--- src/rtl/wstrb_mon_pkg.sv ---
package wstrb_mon_pkg;
  typedef enum logic [1:0] {
    BURST_FIXED = 2'b00,
    BURST_INCR  = 2'b01,
    BURST_WRAP  = 2'b10,
    BURST_RSVD  = 2'b11
  } burst_e;

  localparam int unsigned FLAG_W   = 4;
  localparam int unsigned FL_STRB  = 0;
  localparam int unsigned FL_LAST  = 1;
  localparam int unsigned FL_UNSUP = 2;
  localparam int unsigned FL_OVFL  = 3;
endpackage

--- src/rtl/wstrb_mon_fifo.sv ---
module wstrb_mon_fifo #(
  parameter int unsigned WIDTH = 8,
  parameter int unsigned DEPTH = 4
) (
  input  logic             clk_i,
  input  logic             rst_ni,
  input  logic             push_i,
  input  logic [WIDTH-1:0] data_i,
  input  logic             pop_i,
  output logic [WIDTH-1:0] data_o,
  output logic             empty_o,
  output logic             ovfl_o
);
  localparam int unsigned PTR_W = (DEPTH > 1) ? $clog2(DEPTH) : 1;
  localparam int unsigned CNT_W = $clog2(DEPTH + 1);

  logic [WIDTH-1:0] mem_q [DEPTH];
  logic [PTR_W-1:0] wr_q, rd_q;
  logic [CNT_W-1:0] cnt_q;
  logic full, do_push, do_pop;

  assign empty_o = (cnt_q == '0);
  assign full    = (cnt_q == CNT_W'(DEPTH));
  assign do_pop  = pop_i && !empty_o;
  assign do_push = push_i && (!full || do_pop);
  assign ovfl_o  = push_i && !do_push;
  assign data_o  = mem_q[rd_q];

  function automatic logic [PTR_W-1:0] nxt(input logic [PTR_W-1:0] p);
    return (p == PTR_W'(DEPTH - 1)) ? '0 : p + 1'b1;
  endfunction

  always_ff @(posedge clk_i or negedge rst_ni) begin
    if (!rst_ni) begin
      wr_q  <= '0;
      rd_q  <= '0;
      cnt_q <= '0;
      for (int i = 0; i < DEPTH; i++) mem_q[i] <= '0;
    end else begin
      if (do_push) begin
        mem_q[wr_q] <= data_i;
        wr_q        <= nxt(wr_q);
      end
      if (do_pop) rd_q <= nxt(rd_q);
      if (do_push && !do_pop)      cnt_q <= cnt_q + 1'b1;
      else if (do_pop && !do_push) cnt_q <= cnt_q - 1'b1;
    end
  end

  // occupancy never passes depth
  assert_cnt_bound_R8: assert property (@(posedge clk_i) disable iff (!rst_ni)
    cnt_q <= CNT_W'(DEPTH));

  // a dropped entry leaves occupancy unchanged
  assert_ovfl_hold_R8: assert property (@(posedge clk_i) disable iff (!rst_ni)
    (ovfl_o && !pop_i) |=> $stable(cnt_q));
endmodule

--- src/rtl/wstrb_mon_lane_mask.sv ---
module wstrb_mon_lane_mask #(
  parameter int unsigned LANES = 4,
  parameter int unsigned OFF_W = 2
) (
  input  logic [OFF_W-1:0] start_off_i,
  input  logic [OFF_W-1:0] lane_i,
  input  logic [2:0]       size_i,
  input  logic             first_i,
  output logic [LANES-1:0] mask_o
);
  int unsigned span;
  assign span = 32'd1 << size_i;

  for (genvar g = 0; g < LANES; g++) begin : g_lane
    assign mask_o[g] = (g >= int'(lane_i)) && (g < int'(lane_i) + int'(span))
                    && (!first_i || g >= int'(start_off_i));
  end

  // the lane at the current container base is open on non-first beats
  always_comb begin
    if (!first_i && size_i <= 3'(OFF_W))
      assert_base_open_R3: assert (mask_o[lane_i]);
  end
endmodule

--- src/rtl/wstrb_legality_mon.sv ---
module wstrb_legality_mon
  import wstrb_mon_pkg::*;
#(
  parameter int unsigned ADDR_W     = 32,
  parameter int unsigned DATA_W     = 32,
  parameter int unsigned LEN_W      = 8,
  parameter int unsigned FIFO_DEPTH = 4,
  localparam int unsigned LANES     = DATA_W / 8
) (
  input  logic              clk_i,
  input  logic              rst_ni,
  input  logic              aw_valid_i,
  input  logic              aw_ready_i,
  input  logic [ADDR_W-1:0] aw_addr_i,
  input  logic [LEN_W-1:0]  aw_len_i,
  input  logic [2:0]        aw_size_i,
  input  logic [1:0]        aw_burst_i,
  input  logic              w_valid_i,
  input  logic              w_ready_i,
  input  logic [LANES-1:0]  w_strb_i,
  input  logic              w_last_i,
  output logic              err_o,
  output logic [FLAG_W-1:0] err_flags_o,
  output logic [LEN_W-1:0]  err_beat_o
);
  localparam int unsigned OFF_W = $clog2(LANES);
  localparam int unsigned AWE_W = OFF_W + 3 + LEN_W + 2;
  localparam int unsigned WE_W  = LANES + 1;

  logic unused_addr;
  assign unused_addr = ^aw_addr_i[ADDR_W-1:OFF_W];

  // address and data queues
  logic [AWE_W-1:0] aw_head;
  logic [WE_W-1:0]  w_head;
  logic aw_empty, w_empty, aw_ovfl, w_ovfl, ld, consume;

  wstrb_mon_fifo #(.WIDTH(AWE_W), .DEPTH(FIFO_DEPTH)) u_aw_q (
    .clk_i, .rst_ni,
    .push_i (aw_valid_i && aw_ready_i),
    .data_i ({aw_addr_i[OFF_W-1:0], aw_size_i, aw_len_i, aw_burst_i}),
    .pop_i  (ld),
    .data_o (aw_head),
    .empty_o(aw_empty),
    .ovfl_o (aw_ovfl)
  );

  wstrb_mon_fifo #(.WIDTH(WE_W), .DEPTH(FIFO_DEPTH)) u_w_q (
    .clk_i, .rst_ni,
    .push_i (w_valid_i && w_ready_i),
    .data_i ({w_strb_i, w_last_i}),
    .pop_i  (consume),
    .data_o (w_head),
    .empty_o(w_empty),
    .ovfl_o (w_ovfl)
  );

  logic [OFF_W-1:0] hd_off;
  logic [2:0]       hd_size;
  logic [LEN_W-1:0] hd_len;
  logic [1:0]       hd_burst;
  assign {hd_off, hd_size, hd_len, hd_burst} = aw_head;

  logic [LANES-1:0] bt_strb;
  logic             bt_last;
  assign {bt_strb, bt_last} = w_head;

  // burst context
  logic             active_q, incr_q;
  logic [OFF_W-1:0] off_q, lane_q;
  logic [2:0]       size_q;
  logic [LEN_W-1:0] beat_q, len_q;

  logic             incr_d;
  logic [OFF_W-1:0] ld_lane, step;

  assign ld      = !active_q && !aw_empty;
  assign consume = active_q && !w_empty;
  assign incr_d  = (hd_size <= 3'(OFF_W)) && (hd_burst == BURST_INCR);
  assign ld_lane = hd_off & ~OFF_W'((32'd1 << hd_size) - 32'd1);
  assign step    = OFF_W'(32'd1 << size_q);

  always_ff @(posedge clk_i or negedge rst_ni) begin
    if (!rst_ni) begin
      active_q <= 1'b0;
      incr_q   <= 1'b0;
      off_q    <= '0;
      lane_q   <= '0;
      size_q   <= '0;
      beat_q   <= '0;
      len_q    <= '0;
    end else if (ld) begin
      active_q <= 1'b1;
      incr_q   <= incr_d;
      off_q    <= hd_off;
      lane_q   <= incr_d ? ld_lane : '0;
      size_q   <= hd_size;
      beat_q   <= '0;
      len_q    <= hd_len;
    end else if (consume) begin
      beat_q <= beat_q + 1'b1;
      lane_q <= lane_q + step;
      if (beat_q == len_q) active_q <= 1'b0;
    end
  end

  logic [LANES-1:0] mask;
  wstrb_mon_lane_mask #(.LANES(LANES), .OFF_W(OFF_W)) u_mask (
    .start_off_i(off_q),
    .lane_i     (lane_q),
    .size_i     (size_q),
    .first_i    (beat_q == '0),
    .mask_o     (mask)
  );

  // violation detection
  logic [FLAG_W-1:0] flags_d;
  logic [LEN_W-1:0]  beat_d;

  always_comb begin
    flags_d = '0;
    beat_d  = '0;
    if (ld && !incr_d) flags_d[FL_UNSUP] = 1'b1;
    if (consume) begin
      beat_d = beat_q;
      if (incr_q && |(bt_strb & ~mask)) flags_d[FL_STRB] = 1'b1;
      if (bt_last != (beat_q == len_q)) flags_d[FL_LAST] = 1'b1;
    end
    if (aw_ovfl || w_ovfl) flags_d[FL_OVFL] = 1'b1;
  end

  always_ff @(posedge clk_i or negedge rst_ni) begin
    if (!rst_ni) begin
      err_o       <= 1'b0;
      err_flags_o <= '0;
      err_beat_o  <= '0;
    end else begin
      err_o       <= |flags_d;
      err_flags_o <= flags_d;
      err_beat_o  <= beat_d;
    end
  end

  // lane 0 on an offset first beat is always flagged
  assert_first_lane0_R2: assert property (@(posedge clk_i) disable iff (!rst_ni)
    (consume && incr_q && beat_q == '0 && off_q != '0 && bt_strb[0]) |=> err_flags_o[FL_STRB]);

  // early last flagged at the beat that carried it
  assert_early_last_R5: assert property (@(posedge clk_i) disable iff (!rst_ni)
    (consume && bt_last && beat_q != len_q) |=> (err_flags_o[FL_LAST] && err_beat_o == $past(beat_q)));

  // beat counter stays within the burst length
  assert_beat_bound_R6: assert property (@(posedge clk_i) disable iff (!rst_ni)
    active_q |-> beat_q <= len_q);

  // unsupported only reported on address take-up
  assert_unsup_on_load_R7: assert property (@(posedge clk_i) disable iff (!rst_ni)
    err_flags_o[FL_UNSUP] |-> ($past(ld) && err_beat_o == '0));

  // a pulse needs a cause in the previous cycle
  assert_err_cause_R10: assert property (@(posedge clk_i) disable iff (!rst_ni)
    err_o |-> $past(ld || consume || aw_ovfl || w_ovfl));
endmodule

--- config.mk ---
export PLATFORM = sky130hd
export DESIGN_NAME = wstrb_legality_mon
export DESIGN_NICKNAME = d
export VERILOG_FILES = /design/src/rtl/wstrb_mon_pkg.sv /design/src/rtl/wstrb_mon_fifo.sv /design/src/rtl/wstrb_mon_lane_mask.sv /design/src/rtl/wstrb_legality_mon.sv
export SDC_FILE = /design/constraint.sdc
export NUM_CORES = 1
export LEC_CHECK = 0
export BUFFER_PORTS_ARGS = -buffer_cell sky130_fd_sc_hd__clkbuf_2
export CAP_MARGIN = 20
export CELL_PAD_IN_SITES_DETAIL_PLACEMENT = 1
export CELL_PAD_IN_SITES_GLOBAL_PLACEMENT = 1
export CORE_MARGIN = 1
export CORE_UTILIZATION = 30
export DETAILED_ROUTE_END_ITERATION = 6
export PLACE_DENSITY_LB_ADDON = 0.1
export SYNTH_ARGS = -nofsm -noshare
export SYNTH_HDL_FRONTEND = slang
export SYNTH_SLANG_ARGS = --single-unit
--- constraint.sdc ---
create_clock -name clk_i -period 2.5 [get_ports clk_i]
set_input_delay 0.25 -clock clk_i [delete_from_list [all_inputs] [get_ports clk_i]]
set_output_delay 0.25 -clock clk_i [all_outputs]
set_load 0.1 [all_outputs]
==> impl_results.md, run 1 <==
* Core box area at 0.0196 mm2
* Vias/cell at 4.63
* Outcome: completed
* Final Hold Viols at 0
* Critical Path RT at 2.79 ns
* Worst slew margin at 0.630
* Crit path launch type: flop
* Die Wd at 144 um
* Fill cell count at 2120
* Root buffer cell: clkbuf_16
* Pin count of the biggest net entering global routing at 61
* Vias in the first global route at 3989
* Avg WL per Cell at 16.6 um
* Tcrit/Tclk final at 0.938
* Clk_lat worst skew at 0.42 ns
* Syn Area/Cell at 13.3 um2
* Endpoint type of the worst setup path: flop
* R2R Path Start: size_q[1]$_DFFE_PN0P_
* Cell taking the most area after synthesis: dfrtp_1
* Cells after Synth at 455
* Placer Congestion at 0.698
* VDD IR max at 0.559 mV
* Detail Route Antenna Nets at 0
* DRC viols at 0
* Drt pass-1 iters at 4
* GRT met2 Usage at 0.232
* Global Route Usage Sum at 0.144
* Nets at 590
* Top post-synthesis cells by area: dfrtp_1 55%, mux2_1 15%, mux4_2 5.2%
* GR Overflow Total at 0
* Register area share after synthesis at 0.547
* Initial Util at 0.308
* Slew Viols, Final at 0
* Most frequent cells in the layout: 132 x dfrtp_1, 80 x mux2_1, 65 x nand2_1
* Slew of the pin with the lowest slew margin at 0.549 ns
* Share of post-route cells with drive strength above 1 at 0.203
* WL final at 13200 um
* Number of I/O port buffers at 38
* DR vias at 3671
* Lkg Pwr at 3.36 nW
* Primary FF master, synth: dfrtp_1
* R2R Setup Slk at 0.16 ns
* Met3 Usage GRT at 0.0347
* Met1 usage at 0.184
* Pwr dens at 1360 mW/mm2
* CTS tree: done
* Final setup fails at 0
* Synth Register Bits at 132
* Sink Count at 132
* Cell Chain, Critical Path: nor3_1 -> ha_1 -> fa_1 -> nor3b_1 -> a31oi_1 -> o32ai_1 -> a222oi_1 -> buf_4 -> o2111ai_1
* FF/Latch Area at 0.00330 mm2
* Hold Path End: u_aw_q.mem_q[36]$_DFFE_PN0P_
* CTS buffer count at 17
* Yosys warns at 0
* Crit-path leading delay family: compound AO/OA/AOI/OAI gates
* Syn Std Cell Area at 0.00603 mm2
* Hold path depth at 2
* Global-route wire length before repair at 21800 um
* Top cell type's share of synthesized area at 0.547
* Maxcap violations at 0
* Crit Path Max Fanout at 5
* Area of the multi-input gates at 0.00259 mm2
* Area Growth Syn to Fin at 19.7%
* Hold WC Path Type: input port to flop
* Design Power at 0.00979 W
* FF-to-FF path depth at 9
* CTS resizes at 0
* CP Class: flop to flop
* Max Root-Sink Buffers at 2
* Crit-path max cell delay at 0.40 ns
* CP max-delay cell: dfrtp_1
* # rows at 51
* Number of DRC markers in iteration 0 at 89
* HPWL Detailed at 9000 um
* I/O pins at 69
* GRT busiest layer: met2
* Clock slew at reported path FFs at 0.06 ns
* Max Fclk at 427 MHz
* Worst path buffer plus inverter count at 1
* Commonest non-fill, non-tap cell in the layout: dfrtp_1
* Core Util, Final at 0.369
* Hold_sp: aw_len_i[4]
* Min cycle time layout at 2.34 ns
* Antenna violations before repair at 0
* Yosys cell types at 47
* Worst r2r dst: err_o$_DFF_PN0_
* Die area at 0.0207 mm2
* Die Y at 144 um
* Antenna diode count at 0
* Final Skew at 0.00814 ns
* FFs w/ async S/R, synth at 1.00
* Worst EP arrival at 2.63 ns
* Post-synth EDFFs at 0
* Syn nets at 530
* H-tree levels at 4
[per-stage QoR]
step / hold slack (ns) / instances / worst slack, ns / cell area (um2) / TNS (ns)
after floorplan: -0.0456 / 455 / 0.344 / 6030 / 0
after global placement: 0.243 / 759 / 0.0777 / 6620 / 0
after detailed placement: 0.260 / 759 / -0.0131 / 6620 / -0.0131
after CTS: 0.0619 / 792 / 0.00371 / 7210 / 0
after global routing: 0.0824 / 793 / -0.0243 / 7220 / -0.0243
final: 0.0843 / 793 / 0.155 / 7220 / 0
[metal layers]
| layer | share of wire | wire [um] | vias up |
|---|---|---|---|
| met3 | 0.028 | 375 | 16 |
| met1 | 0.47 | 6250 | 1896 |
| li1 | - | - | 1713 |
| met4 | 0.015 | 191 | 0 |
| met2 | 0.48 | 6360 | 46 |
| met5 | 0 | 0 | - |
[worst max path at each step]
stage | from | endpoint | slack, ns | depth (start not counted)
4_1_cts | size_q[1]$_DFFE_PN0P_ | err_o$_DFF_PN0_ | 0.004 | 8
6_report | size_q[1]$_DFFE_PN0P_ | err_o$_DFF_PN0_ | 0.16 | 9
3_3_place_gp | size_q[1]$_DFFE_PN0P_ | err_o$_DFF_PN0_ | 0.08 | 8
3_5_place_dp | size_q[1]$_DFFE_PN0P_ | err_o$_DFF_PN0_ | -0.01 | 8
5_1_grt | size_q[1]$_DFFE_PN0P_ | err_o$_DFF_PN0_ | -0.02 | 9
2_1_floorplan | u_aw_q.cnt_q[0]$_DFFE_PN0P_ | u_aw_q.cnt_q[2]$_DFFE_PN0P_ | 0.34 | 10
[synthesized netlist by cell type (2+ instances only)]
cell and count:
o21ai_0 7, nor2_1 17, nor2b_1 4, o21ai_1 2, xor2_1 18, and3_1 3, buf_2 5, nand3_1 6
nor4_1 3, ha_1 16, mux2_2 2, mux4_1 5, a21o_1 3, a21oi_1 2, xnor2_1 3, mux2_1 80
inv_2 2, inv_1 14, o31a_1 2, clkbuf_1 8, nand2_1 65, dfrtp_1 132, mux4_2 14, o31ai_1 2
fa_1 3, nand2b_1 2, nor3_1 5, and2_1 8, nor3b_1 3, buf_6 2
[sequential cells by signal, indices dropped and copies added (netlist names)]
signal / flops
u_w_q.mem_q: 20
active_q: 1
len_q: 8
err_flags_o: 4
incr_q: 1
u_aw_q.wr_q: 2
err_o: 1
u_aw_q.mem_q: 60
u_w_q.cnt_q: 3
lane_q: 2
size_q: 3
u_w_q.wr_q: 2
u_aw_q.cnt_q: 3
err_beat_o: 8
u_w_q.rd_q: 2
off_q: 2
u_aw_q.rd_q: 2
beat_q: 8
[where the power goes]
part,internal [W],switching [W]
clock,0.00152,0.000961
sequential,0.00313,0.000673
combinational,0.00163,0.00189
[cell families after synthesis]
| family | after synthesis | synth area share |
|---|---|---|
| fa+ha+maj | 19 | 0.0431 |
| compound gates | 28 | 0.0344 |
| mux | 102 | 0.229 |
| buf+inv | 31 | 0.0228 |
| flops | 132 | 0.547 |
| simple gates | 122 | 0.0929 |
| xor+xnor | 21 | 0.0305 |
[cell type report]
type | instances | area share
flip-flops and latches | 132 | 0.458
multi-input cells | 292 | 0.359
clock buffers | 20 | 0.0633
repair buffers | 56 | 0.0480
well taps | 265 | 0.0459
clock inverters | 12 | 0.0179
inverters | 16 | 0.00832
[timing repair]
action,CTS,global route
hold endpoints to repair,51,0
setup endpoints to repair,1,2
pin swaps,1,1
setup buffers,0,1
hold buffers,1,0
(Power assumes the default switching activity.)
==> inputs of run 2 (changes only) <==
--- a/config.mk
+++ b/config.mk
@@ -12,7 +12,7 @@
 export CORE_MARGIN = 1
 export CORE_UTILIZATION = 30
 export DETAILED_ROUTE_END_ITERATION = 6
-export PLACE_DENSITY_LB_ADDON = 0.1
+export PLACE_DENSITY = 0.51
 export SYNTH_ARGS = -nofsm -noshare
 export SYNTH_HDL_FRONTEND = slang
 export SYNTH_SLANG_ARGS = --single-unit
==> impl_results.md, run 2 (synthesis gave the netlist of run 1 again) <==
* Outcome: completed
* Cells after DPL at 758 (-0.13%)
* Hold_sp: aw_len_i[5]
* Die area at 0.0207 mm2 (unchanged)
* Non-Filler Instances at 794 (+0.13%)
* H-tree levels at 4 (unchanged)
* Commonest non-fill, non-tap cell in the layout: dfrtp_1
* Drt pass-1 iters at 4 (unchanged)
* Hold WC Path Type: input port to flop
* Pin count of the biggest net entering global routing at 67 (+9.8%)
* Endpoint type of the worst setup path: flop
* HPWL Detailed at 8840 um (-1.8%)
* Hold Path End: u_aw_q.mem_q[52]$_DFFE_PN0P_
* Final Skew at 0.00755 ns (-0.000590 ns)
* Antenna diode count at 0 (unchanged)
* R2R Setup Slk at 0.21 ns (+0.05 ns)
* Root buffer cell: clkbuf_16
* Maxcap violations at 0 (unchanged)
* Lkg Pwr at 3.37 nW (+0.35%)
* Global-route wire length before repair at 22100 um (+1.4%)
* Final setup fails at 0 (unchanged)
* Initial Util at 0.308 (unchanged)
* FF-to-FF path depth at 8 (-1)
* Pwr dens at 1360 mW/mm2 (about the same)
* Placer Congestion at 0.693 (-0.63%)
* Max Fclk at 437 MHz (+2.4%)
* Setup total negative slack at 0 ns (unchanged)
* DRC viols at 0 (unchanged)
* Tcrit/Tclk final at 0.916 (-0.0218)
* DR vias at 3682 (+0.30%)
* DP Area at 0.00661 mm2 (-0.11%)
* Global Route Usage Sum at 0.143 (-0.000279)
* Number of flip-flops in the largest register at 60 (unchanged)
* Final WS setup at 0.210 ns (+0.0544 ns)
* Reg with most FFs: u_aw_q.mem_q
* Number of I/O port buffers at 38 (unchanged)
* Max Root-Sink Buffers at 2 (unchanged)
* Vias/cell at 4.64 (+0.17%)
* Cell Chain, Critical Path: nor3_1 -> ha_1 -> fa_2 -> nor3b_1 -> a31oi_2 -> o21ai_0 -> a222oi_1 -> o2111ai_1
* Critical Path RT at 2.77 ns (-0.02 ns)
* CP Class: flop to flop
* Most frequent cells in the layout: 131 x dfrtp_1, 80 x mux2_1, 65 x nand2_1
* Placement Setup Slack at 0.0471 ns (+0.0602 ns)
* R2R Path Start: size_q[0]$_DFFE_PN0P_
* Avg WL per Cell at 16.4 um (-1.0%)
* GR Overflow Total at 0 (unchanged)
* # rows at 51 (unchanged)
* Min cycle time layout at 2.29 ns (-0.0544 ns)
* Detail Route Antenna Nets at 0 (unchanged)
* Slew Viols, Final at 0 (unchanged)
* Design area at 0.00725 mm2 (+0.45%)
* Nets at 591 (+0.17%)
* Crit path launch type: flop
* Clock slew at reported path FFs at 0.06 ns (about the same)
* CTS buffer count at 17 (unchanged)
* Final Hold Viols at 0 (unchanged)
* Core box area at 0.0196 mm2 (unchanged)
* Largest regs: u_aw_q.mem_q: 60 flops, u_w_q.mem_q: 20 flops
* CP max-delay cell: a222oi_1
* Slew of the pin with the lowest slew margin at 0.636 ns (+0.0862 ns)
* CTS tree: done
* Die Y at 144 um (unchanged)
* Number of DRC markers in iteration 0 at 166 (+87%)
* Die Wd at 144 um (unchanged)
* Fill cell count at 2089 (-1.5%)
* Antenna violations before repair at 0 (unchanged)
* WL final at 13100 um (-0.88%)
* Worst r2r dst: err_o$_DFF_PN0_
* Share of post-route cells with drive strength above 1 at 0.214 (+0.0110)
* Sink Count at 132 (unchanged)
* Vias in the first global route at 4110 (+3.0%)
* Crit Path Max Fanout at 4 (-1)
* Hold path depth at 2 (unchanged)
* Crit-path max cell delay at 0.42 ns (+0.02 ns)
* I/O pins at 69 (unchanged)
* VDD IR max at 0.582 mV (+4.3%)
* Clk_lat worst skew at 0.42 ns (about the same)
* Area Growth Syn to Fin at 20.2%
* Worst slew margin at 0.576 (-0.0541)
* Worst EP arrival at 2.56 ns (-0.07 ns)
==> run 2: worst max-delay path by stage <==
stage / slack (ns) / from / end / depth (start not counted)
2_1_floorplan: 0.34 / u_aw_q.cnt_q[0]$_DFFE_PN0P_ / u_aw_q.cnt_q[2]$_DFFE_PN0P_ / 10
3_3_place_gp: 0.18 / size_q[1]$_DFFE_PN0P_ / err_o$_DFF_PN0_ / 8
3_5_place_dp: 0.05 / size_q[1]$_DFFE_PN0P_ / err_o$_DFF_PN0_ / 8
4_1_cts: 0.04 / size_q[1]$_DFFE_PN0P_ / err_o$_DFF_PN0_ / 8
5_1_grt: -0.004 / size_q[0]$_DFFE_PN0P_ / err_o$_DFF_PN0_ / 8
6_report: 0.21 / size_q[0]$_DFFE_PN0P_ / err_o$_DFF_PN0_ / 8
==> run 2: layout make-up <==
cell class,instances,area [um2],share of cell area
clock inverters,12,129,0.0178
flip-flops and latches,132,3300,0.456
repair buffers,57,354,0.0488
multi-input cells,292,2610,0.359
clock buffers,20,467,0.0644
inverters,16,60.1,0.00828
well taps,265,332,0.0457
==> run 2: through the flow <==
step	hold WS [ns]	power (W)	util
floorplan	-0.0456	0.00638	-
global placement	0.297	0.00723	0.337
detailed placement	0.307	0.00742	0.337
CTS	0.0657	0.00998	0.368
global route	0.0701	0.0106	0.370
finish	0.0830	0.00985	0.370
==> run 2: layer usage <==
| layer | wire [um] | GRT usage | vias to the layer above | part of all wire |
|---|---|---|---|---|
| li1 | - | - | 1723 | - |
| met3 | 392 | 0.0403 | 17 | 0.030 |
| met2 | 6320 | 0.227 | 47 | 0.48 |
| met5 | 0 | 0 | - | 0 |
| met1 | 6120 | 0.186 | 1895 | 0.47 |
| met4 | 219 | 0.0532 | 0 | 0.017 |
==> run 2: what timing repair did <==
item | in CTS | in global routing
setup buffers | 0 | 3
hold buffers | 1 | 0
setup endpoints to repair | 0 | 2
resized for setup | 0 | 4
hold endpoints to repair | 64 | 0
==> run 2: critical path, delay by kind of cell (launching register included) <==
kind / cells / cell delay [ns]
and+or+nand+nor: 2 / 0.23
AOI/OAI and AO/OA: 4 / 0.97
adders and majority gates: 2 / 0.55
DFF: 1 / 0.39
==> run 2: report_power, final <==
group	total, W	switching, W	internal, W	leakage, nW
sequential	0.00383	0.000698	0.00313	1.62
clock	0.00250	0.000952	0.00154	0.288
combinational	0.00352	0.00188	0.00164	1.46
total	0.00985	0.00353	0.00632	3.37
==> inputs of run 3 (changes only) <==
--- a/config.mk
+++ b/config.mk
@@ -9,10 +9,12 @@
 export CAP_MARGIN = 20
 export CELL_PAD_IN_SITES_DETAIL_PLACEMENT = 1
 export CELL_PAD_IN_SITES_GLOBAL_PLACEMENT = 1
+export CORE_ASPECT_RATIO = 0.75
 export CORE_MARGIN = 1
 export CORE_UTILIZATION = 30
 export DETAILED_ROUTE_END_ITERATION = 6
 export PLACE_DENSITY = 0.51
+export RECOVER_POWER = 25
 export SYNTH_ARGS = -nofsm -noshare
 export SYNTH_HDL_FRONTEND = slang
 export SYNTH_SLANG_ARGS = --single-unit
==> impl_results.md, run 3 (synthesis gave the netlist of run 1 again) <==
* Outcome: complete, but fails checks
* Failing checks: design-rule violations, max-capacitance violations, max-slew violations
* Number of flip-flops in the largest register at 60 (unchanged)
* CP startpoint: size_q[0]$_DFFE_PN0P_
* Design area at 0.00722 mm2 (-0.47%)
* Slew of the pin with the lowest slew margin at 1.80 ns (+1.16 ns)
* Share of post-route cells with drive strength above 1 at 0.221 (+0.00756)
* Clock slew at reported path FFs at 0.06 ns (about the same)
* DP Area at 0.00660 mm2 (-0.15%)
* Detail Route Antenna Nets at 0 (unchanged)
* Pin count of the biggest net entering global routing at 71 (+6.0%)
* Critical Path RT at 2.76 ns (about the same)
* VDD IR max at 0.388 mV (-33%)
* DRC viols at 8 (+8)
* R2R Path Start: size_q[0]$_DFFE_PN0P_
* Area Growth Syn to Fin at 19.6%
* Die Y at 125 um (-13%)
* Most frequent cells in the layout: 131 x dfrtp_1, 80 x mux2_1, 65 x nand2_1
* Area of the multi-input gates at 0.00262 mm2 (+0.58%)
* FF/Latch Area at 0.00330 mm2 (unchanged)
* Hold WC Path Type: input port to flop
* Worst EP arrival at 2.65 ns (+0.09 ns)
* Fill cell count at 2051 (-1.8%)
* Global-route wire length before repair at 23000 um (+4.1%)
* Nets at 591 (unchanged)
* Die area at 0.0207 mm2 (about the same)
* Crit Path Max Fanout at 4 (unchanged)
* DR vias at 3710 (+0.76%)
* Core box area at 0.0195 mm2 (-0.24%)
* Hold_sp: aw_len_i[3]
* Final Skew at 0.00781 ns (+0.000267 ns)
* Max Root-Sink Buffers at 2 (unchanged)
* # rows at 44 (-14%)
* GR Overflow Total at 0 (unchanged)
* Maxcap violations at 1 (+1)
* Number of I/O port buffers at 38 (unchanged)
* Antenna diode count at 0 (unchanged)
* Root buffer cell: clkbuf_16
* Endpoint type of the worst setup path: flop
* WL final at 13400 um (+2.7%)
* Drt pass-1 iters at 7 (+3)
* Largest regs: u_aw_q.mem_q: 60 flops, u_w_q.mem_q: 20 flops
* Vias in the first global route at 4178 (+1.7%)
* Tcrit/Tclk final at 0.953 (+0.0371)
* Pwr dens at 1360 mW/mm2 (+0.26%)
* Crit-path max cell delay at 0.51 ns (+0.09 ns)
* Vias/cell at 4.74 (+2.3%)
* Commonest non-fill, non-tap cell in the layout: dfrtp_1
* Lkg Pwr at 3.35 nW (-0.54%)
* CTS tree: done
* Sink Count at 132 (unchanged)
* Avg WL per Cell at 17.1 um (+4.2%)
* Final setup fails at 0 (unchanged)
* Core Util, Final at 0.369 (-0.000852)
* Initial Util at 0.309 (+0.000730)
* Antenna violations before repair at 0 (unchanged)
* Placer Congestion at 0.684 (-1.4%)
* Number of DRC markers in iteration 0 at 142 (-14%)
* Slew Viols, Final at 71 (+71)
* Reg with most FFs: u_aw_q.mem_q
* Cell Chain, Critical Path: nor3_2 -> ha_2 -> fa_2 -> nor3b_2 -> a31oi_2 -> o32ai_1 -> a222oi_1 -> o2111ai_1
* Hold slack at 0.0867 ns (+0.00365 ns)
* Design Power at 0.00983 W (-0.21%)
* Worst slew margin at -0.200 (-0.776)
* Clk_lat worst skew at 0.42 ns (about the same)
* CTS buffer count at 17 (unchanged)
* I/O pins at 69 (unchanged)
* HPWL Detailed at 9410 um (+6.4%)
* CP Class: flop to flop
* Global Route Usage Sum at 0.146 (+0.00239)
* Max Fclk at 420 MHz (-3.9%)
* CP max-delay cell: a222oi_1
* Crit path launch type: flop
* Die Wd at 166 um (+15%)
* Min cycle time layout at 2.38 ns (+0.0928 ns)
* Final Hold Viols at 0 (unchanged)
* H-tree levels at 4 (unchanged)
==> run 3: cell types whose count changed in the layout (fill, tap and decap cells not counted), sizes merged <==
cell and delta:
clkinvlp +1, buf -2, clkbuf -1, inv +2
==> run 3: metrics by stage <==
stage	cells	setup WS, ns	TNS, ns
2_1_floorplan	455	0.344	0
3_3_place_gp	748	0.155	0
3_5_place_dp	748	0.0695	0
4_1_cts	781	0.0374	0
5_1_grt	782	-0.0373	-0.0390
6_report	782	0.117	0
==> run 3: worst paths after layout <==
check | to | slack, ns | depth (start not counted)
worst min-delay path | u_aw_q.mem_q[20]$_DFFE_PN0P_ | 0.09 | 2
max in group asynchronous | u_aw_q.mem_q[56]$_DFFE_PN0P_ | 0.46 | 3
worst min register to register | u_w_q.mem_q[11]$_DFFE_PN0P_ | 0.48 | 1
min in group asynchronous | u_aw_q.mem_q[52]$_DFFE_PN0P_ | 0.85 | 2
worst max-delay path | err_o$_DFF_PN0_ | 0.12 | 8
worst max register to register | err_o$_DFF_PN0_ | 0.12 | 8
==> run 3: repair_timing <==
action | CTS | global route
resized for setup | 0 | 7
setup buffers | 0 | 1
hold endpoints to repair | 66 | 0
endpoints found under the setup margin | 0 | 1
hold buffers | 1 | 0
==> run 3: worst max-delay path: cells and delay by family (launching register included) <==
kind | cells | cell delay (ns)
AOI/OAI and AO/OA | 4 | 1.03
adders and majority gates | 2 | 0.56
DFF | 1 | 0.42
and+or+nand+nor | 2 | 0.23
==> run 3: layout make-up <==
class                   instances  share of cell area
clock buffers                  17              0.0589
flip-flops and latches        132               0.458
multi-input cells             292               0.363
clock inverters                15              0.0218
well taps                     253              0.0439
repair buffers                 57              0.0461
inverters                      16             0.00832
==> run 3: report_power, final <==
group | total, W | switching [W] | internal [W]
Clock | 0.00246 | 0.000989 | 0.00147
Sequential | 0.00385 | 0.000722 | 0.00313
Combinational | 0.00351 | 0.00188 | 0.00163
Total | 0.00983 | 0.00359 | 0.00624
==> run 3: metal layers <==
layer	GRT usage	vias up	routed length [um]
li1	-	1713	-
met1	0.198	1946	6600
met2	0.226	37	6240
met3	0.0413	14	360
met4	0.0418	0	203
met5	0	-	0
